--- config.mk ---
export PLATFORM = sky130hd
export DESIGN_NAME = modem_status_unit
export DESIGN_NICKNAME = d
export VERILOG_FILES = /design/src/rtl/mstat_pkg.sv /design/src/rtl/mstat_sync.sv /design/src/rtl/mstat_status.sv /design/src/rtl/mstat_ctrl.sv /design/src/rtl/modem_status_unit.sv
export SDC_FILE = /design/constraint.sdc
export NUM_CORES = 1
export LEC_CHECK = 0
export BUFFER_PORTS_ARGS = -buffer_cell sky130_fd_sc_hd__buf_2
export CORE_MARGIN = 5
export CORE_UTILIZATION = 40
export DETAILED_ROUTE_END_ITERATION = 6
export GPL_TIMING_DRIVEN = 0
export PLACE_DENSITY = 0.65
export SLEW_MARGIN = 15
export SYNTH_ARGS = -nofsm -noshare
export SYNTH_HDL_FRONTEND = slang
export SYNTH_HIERARCHICAL = 1
export SYNTH_SLANG_ARGS = --single-unit
--- constraint.sdc ---
create_clock -name clk -period 2.11 [get_ports clk]
set_input_delay 0.211 -clock clk [delete_from_list [all_inputs] [get_ports clk]]
set_output_delay 0.211 -clock clk [all_outputs]
set_load 0.05 [all_outputs]
--- src/rtl/mstat_pkg.sv ---
package mstat_pkg;
  // Number of handshake input lines and their packed order {dcd, ri, dsr, cts}
  localparam int unsigned NLINES    = 4;
  localparam int unsigned SYNC_DEPTH = 2;
  localparam int unsigned STS_W     = 2 * NLINES;
  localparam int unsigned CTL_W     = 5;

  // Nibble positions inside the line vector; flag bits mirror them
  localparam int unsigned L_CTS = 0;
  localparam int unsigned L_DSR = 1;
  localparam int unsigned L_RI  = 2;
  localparam int unsigned L_DCD = 3;

  // Control register fields
  localparam int unsigned C_DTR  = 0;
  localparam int unsigned C_RTS  = 1;
  localparam int unsigned C_OUT1 = 2;
  localparam int unsigned C_OUT2 = 3;
  localparam int unsigned C_LOOP = 4;

  localparam logic [NLINES-1:0] LINES_RST = 4'b1011;
  localparam logic [STS_W-1:0]  STS_RST   = {LINES_RST, {NLINES{1'b0}}};
  localparam logic [CTL_W-1:0]  CTL_RST   = 5'b01000;
endpackage

--- src/rtl/mstat_sync.sv ---
module mstat_sync #(
  parameter int unsigned WIDTH  = 4,
  parameter int unsigned STAGES = 2,
  parameter logic [WIDTH-1:0] RST_VAL = '0
) (
  input  logic             clk,
  input  logic             rst_n,
  input  logic [WIDTH-1:0] d_async,
  output logic [WIDTH-1:0] q_sync
);
  logic [WIDTH-1:0] stage_q [STAGES];

  for (genvar s = 0; s < STAGES; s++) begin : g_stage
    logic [WIDTH-1:0] stage_d;
    if (s == 0) begin : g_first
      assign stage_d = d_async;
    end else begin : g_next
      assign stage_d = stage_q[s-1];
    end
    always_ff @(posedge clk or negedge rst_n) begin
      if (!rst_n) stage_q[s] <= RST_VAL;
      else        stage_q[s] <= stage_d;
    end
  end

  assign q_sync = stage_q[STAGES-1];
endmodule

--- src/rtl/mstat_status.sv ---
module mstat_status
  import mstat_pkg::*;
(
  input  logic              clk,
  input  logic              rst_n,
  input  logic [NLINES-1:0] lines_s,
  input  logic              loop_en,
  input  logic              rd_req,
  output logic [STS_W-1:0]  sts_q
);
  logic [NLINES-1:0] chg, flag_new, flag_keep;
  logic [STS_W-1:0]  sts_d;
  logic              sts_en;

  always_comb begin
    chg       = lines_s ^ sts_q[STS_W-1:NLINES];
    flag_new  = chg;
    flag_new[L_RI] = chg[L_RI] & ~lines_s[L_RI];   // falling ring edge only
    flag_keep = rd_req ? '0 : sts_q[NLINES-1:0];
    sts_d     = {lines_s, flag_keep | flag_new};
    sts_en    = ~loop_en;                           // frozen in loopback
  end

  always_ff @(posedge clk or negedge rst_n) begin
    if (!rst_n)      sts_q <= STS_RST;
    else if (sts_en) sts_q <= sts_d;
  end

  AST_RING_FALL_ONLY: assert property (@(posedge clk) disable iff (!rst_n)
    (!sts_q[L_RI] ##1 sts_q[L_RI]) |-> ($past(sts_q[NLINES+L_RI]) && !sts_q[NLINES+L_RI]));

  AST_FLAGS_STICKY: assert property (@(posedge clk) disable iff (!rst_n)
    !rd_req |=> ((sts_q[NLINES-1:0] & $past(sts_q[NLINES-1:0])) == $past(sts_q[NLINES-1:0])));

  AST_READ_CLEARS: assert property (@(posedge clk) disable iff (!rst_n)
    (rd_req && !loop_en && (lines_s == sts_q[STS_W-1:NLINES])) |=> (sts_q[NLINES-1:0] == '0));

  AST_LOOP_FROZEN: assert property (@(posedge clk) disable iff (!rst_n)
    loop_en |=> $stable(sts_q));
endmodule

--- src/rtl/mstat_ctrl.sv ---
module mstat_ctrl
  import mstat_pkg::*;
(
  input  logic             clk,
  input  logic             rst_n,
  input  logic             wr_en,
  input  logic [7:0]       wdata,
  output logic [CTL_W-1:0] ctl_q,
  output logic             rts_o,
  output logic             dtr_o,
  output logic             out1_o,
  output logic             out2_o
);
  logic [CTL_W-1:0] ctl_d;
  logic             unused_hi;

  assign unused_hi = ^wdata[7:CTL_W];

  always_comb begin
    ctl_d = wdata[CTL_W-1:0];
  end

  always_ff @(posedge clk or negedge rst_n) begin
    if (!rst_n)     ctl_q <= CTL_RST;
    else if (wr_en) ctl_q <= ctl_d;
  end

  always_comb begin
    rts_o  = ctl_q[C_RTS]  & ~ctl_q[C_LOOP];
    dtr_o  = ctl_q[C_DTR]  & ~ctl_q[C_LOOP];
    out1_o = ctl_q[C_OUT1] & ~ctl_q[C_LOOP];
    out2_o = ctl_q[C_OUT2] & ~ctl_q[C_LOOP];
  end

  AST_WRITE_LOW_BITS: assert property (@(posedge clk) disable iff (!rst_n)
    wr_en |=> (ctl_q == $past(wdata[CTL_W-1:0])));

  AST_HOLD_NO_WRITE: assert property (@(posedge clk) disable iff (!rst_n)
    !wr_en |=> $stable(ctl_q));
endmodule

--- src/rtl/modem_status_unit.sv ---
module modem_status_unit
  import mstat_pkg::*;
(
  input  logic       clk,
  input  logic       rst_n,
  input  logic       cts_in,
  input  logic       dsr_in,
  input  logic       dcd_in,
  input  logic       ri_in,
  input  logic       ctl_wr,
  input  logic [7:0] ctl_wdata,
  input  logic       sts_rd,
  input  logic       msi_en,
  output logic       rts_out,
  output logic       dtr_out,
  output logic       out1_out,
  output logic       out2_out,
  output logic [7:0] sts_rdata,
  output logic       msi_irq
);
  logic [1:0]        rst_pipe_q;
  logic              rst_int_n;
  logic [NLINES-1:0] lines_raw, lines_s;
  logic [CTL_W-1:0]  ctl_q;
  logic [STS_W-1:0]  sts_q;
  logic              loop_en;
  logic [NLINES-1:0] loop_nib;

  // asynchronous assertion, synchronous release
  always_ff @(posedge clk or negedge rst_n) begin
    if (!rst_n) rst_pipe_q <= 2'b00;
    else        rst_pipe_q <= {rst_pipe_q[0], 1'b1};
  end
  assign rst_int_n = rst_pipe_q[1];

  always_comb begin
    lines_raw        = '0;
    lines_raw[L_CTS] = cts_in;
    lines_raw[L_DSR] = dsr_in;
    lines_raw[L_RI]  = ri_in;
    lines_raw[L_DCD] = dcd_in;
  end

  mstat_sync #(.WIDTH(NLINES), .STAGES(SYNC_DEPTH), .RST_VAL(LINES_RST)) u_sync (
    .clk(clk), .rst_n(rst_int_n), .d_async(lines_raw), .q_sync(lines_s));

  mstat_ctrl u_ctrl (
    .clk(clk), .rst_n(rst_int_n), .wr_en(ctl_wr), .wdata(ctl_wdata),
    .ctl_q(ctl_q), .rts_o(rts_out), .dtr_o(dtr_out),
    .out1_o(out1_out), .out2_o(out2_out));

  assign loop_en = ctl_q[C_LOOP];

  mstat_status u_status (
    .clk(clk), .rst_n(rst_int_n), .lines_s(lines_s), .loop_en(loop_en),
    .rd_req(sts_rd), .sts_q(sts_q));

  always_comb begin
    loop_nib        = '0;
    loop_nib[L_DCD] = ctl_q[C_OUT2];
    loop_nib[L_RI]  = ctl_q[C_OUT1];
    loop_nib[L_DSR] = ctl_q[C_DTR];
    loop_nib[L_CTS] = ctl_q[C_RTS];
    sts_rdata = loop_en ? {loop_nib, {NLINES{1'b0}}} : sts_q;
    msi_irq   = msi_en & (|sts_q[NLINES-1:0]);
  end

  AST_LOOP_PINS_QUIET: assert property (@(posedge clk) disable iff (!rst_int_n)
    loop_en |-> !(rts_out | dtr_out | out1_out | out2_out));

  AST_IRQ_NEEDS_FLAG: assert property (@(posedge clk) disable iff (!rst_int_n)
    msi_irq |-> (msi_en && sts_q[NLINES-1:0] != '0));
endmodule

==> run summary <==
Worst Clk Skew: 3.14 ps
Initial antenna violation count: 0
Hold_ws: 126 ps
Via/cell ratio: 4.58
Post-synth cell types: 15
Detailed Routing Iterations Pass 1: 4
Slew Limit Fails: 0
Maxcap violations: 0
WL per Instance: 12.9 um
H-tree levels: 1
Cell area after synthesis: 926 um2
RSZ-0062 raised after global routing: no
I/O pins: 30
Commonest cells in the netlist: 13 x dfrtp_1, 10 x dfstp_2, 5 x mux2_1
Final setup TNS: 0 ps
Fin crit share: 80.7%
Clock Latency Late Sink: 300 ps
CP Capture Type: output port
Startpoint of the worst register-to-register path: u_ctrl/ctl_q[4]$_DFFE_PN0P_
Overall via count from detail_route: 549
Count leader, synth: dfrtp_1
Critical Path AT: 1490 ps
CP Class: flip-flop to output port
FFs w/ async S/R, synth: 100%
Synthesized Nets: 74
Relative slew slack: 47.6%
Drt first-iter violations: 4
Hold crit path type: input pin to flip-flop
CTS tree: yes
Mapped Cells: 57
P per Cell Area: 898 nW/um2
Final ANT Viol Nets: 0
Reg2reg end: u_status/sts_q[2]$_DFFE_PN0N_
Initial Util: 41.9%
Synth-to-layout area growth: 26.1%
Worst-path clk slew: 110 ps
DRT Wirelength: 1540 um
Antenna diodes: 0
Proportion of layout cells with a drive suffix above 1: 58.7%
Worst reg2reg path depth: 3
Placement Rows: 17
Internal reg-to-reg setup slack: 980 ps
CTS Sinks: 23
Top FF cell, synth: dfrtp_1
Layout Nets: 110
Worst Tran Pin Value: 786 ps
Placer Congestion: 0.718
Synth Warn #: 6
Status: finished clean
Synth top area cells: dfrtp_1 35%, dfstp_2 28%, mux2_4 6.5%
Input/output buffers: 26
Worst Setup Start Kind: flip-flop
DIE AREA: 3380 um2
Max Buffers Root-to-Sink: 2
Post-route DRC: 0
Peak supply drop: 0.544 mV
Post-route minimum period: 1700 ps
Required @ worst endpoint: 1900 ps
Total gr overflow: 0
Core outline area: 2210 um2
Leak: 0.542 nW
CTS resizes: 0
Crit-path max FO: 8
Vias in the first global route: 599
Final hold violation count: 0
Number of flops mapped to enable cells by yosys: 0
Maximum clock rate: 587 MHz
Die Width: 58.1 um
Post-synthesis register bit count: 23
Worst Hold End: u_ctrl/ctl_q[1]$_DFFE_PN0P_
Yosys top cell area share: 35.1%
Register area share after synthesis: 63.5%
Num CTS Buffers: 3
Hold Crit Depth: 2
Die height: 58.1 um
Clk root buf: clkbuf_4
Critical hold path startpoint: ctl_wdata[1]
Mean Syn Cell Area: 16.2 um2
Total Routing Usage GR: 11.0%
Largest net degree at the start of global routing: 22
Synth area leader: dfrtp_1
First-pass GRT wire length: 2760 um
DP HPWL: 1160 um
Setup violators final: 0
-- registers in the layout, indices dropped and copies added (netlist names) --
name                    flops
u_sync/g_stage.stage_d      4
u_ctrl/ctl_q                5
rst_pipe_q                  2
u_status/sts_q              8
u_sync/q_sync               4
-- per-layer routing --
layer | GRT usage [%] | vias to the layer above | wire length, um
met4 | 4.97 | 0 | 0
met5 | 0 | - | 0
met2 | 17.3 | 18 | 791
met3 | 3.12 | 0 | 140
li1 | - | 265 | -
met1 | 14.0 | 266 | 610
-- per-stage QoR --
| step | setup WS, ps | instance area [um2] | total power [mW] | utilization, % | std cells |
|---|---|---|---|---|---|
| after floorplan | 670 | 926 | 0.792 | - | 57 |
| after global placement | 759 | 1090 | 0.859 | 49.3 | 111 |
| after detailed placement | 740 | 1090 | 0.865 | 49.3 | 111 |
| after CTS | 384 | 1170 | 1.07 | 52.8 | 120 |
| after global routing | 324 | 1170 | 1.11 | 52.8 | 120 |
| final | 407 | 1170 | 1.05 | 52.8 | 120 |
-- placed cells by master, fill, tap and decap left out --
cell type,netlist,final
a22o_1,1,1
and2b_2,4,4
buf_2,0,26
buf_6,2,2
clkbuf_1,0,1
clkbuf_4,0,3
conb_1,1,1
dfrtp_1,13,13
dfstp_2,10,10
dlygate4sd3_1,0,5
mux2_1,5,5
mux2_2,4,4
mux2_4,4,4
nand2b_4,1,1
nor2_1,1,1
nor2b_1,4,4
o2bb2ai_1,3,3
o41a_1,1,1
xnor2_1,3,3
-- worst max-delay path: stages (launching register included) --
cell     delay (ps)
dfrtp_1         500
buf_6           190
mux2_4          300
buf_2           210
-- area by class of cell --
class                   instances  area [um2]
flip-flops and latches         23         588
multi-input cells              32         315
repair buffers                 31         180
fillers                       200        1040
clock buffers                   4        26.3
plain buffers                   2        22.5
well taps                      28        35.0
-- power by group --
group          total (mW)  switching, mW  internal, mW
clock network       0.189          0.115        0.0736
logic               0.309          0.188         0.120
registers           0.551         0.0481         0.503
-- logic make-up after synthesis --
kind of cell	share of synthesized area (%)
flops	63.5
mux	17.4
simple gates	8.38
compound gates	5.00
xor+xnor	2.84
buf+inv	2.43
other cells	0.405
-- how the worst max path moves through the flow --
stage / to / slack [ps] / cells past startpoint / startpoint
2_1_floorplan: out2_out / 670 / 1 / u_ctrl/ctl_q[3]$_DFFE_PN1P_
3_3_place_gp: sts_rdata[5] / 760 / 3 / u_ctrl/ctl_q[4]$_DFFE_PN0P_
3_5_place_dp: sts_rdata[5] / 740 / 3 / u_ctrl/ctl_q[4]$_DFFE_PN0P_
4_1_cts: sts_rdata[5] / 380 / 3 / u_ctrl/ctl_q[4]$_DFFE_PN0P_
5_1_grt: sts_rdata[5] / 320 / 3 / u_ctrl/ctl_q[4]$_DFFE_PN0P_
6_report: sts_rdata[5] / 410 / 3 / u_ctrl/ctl_q[4]$_DFFE_PN0P_
-- repair_timing --
item | in CTS | in global routing
hold endpoints to repair | 6 | 0
buffers inserted | 0 | 0
hold buffers | 5 | 0
endpoints found under the setup margin | 0 | 0
No activity file was read; power rests on OpenSTA's default activity.
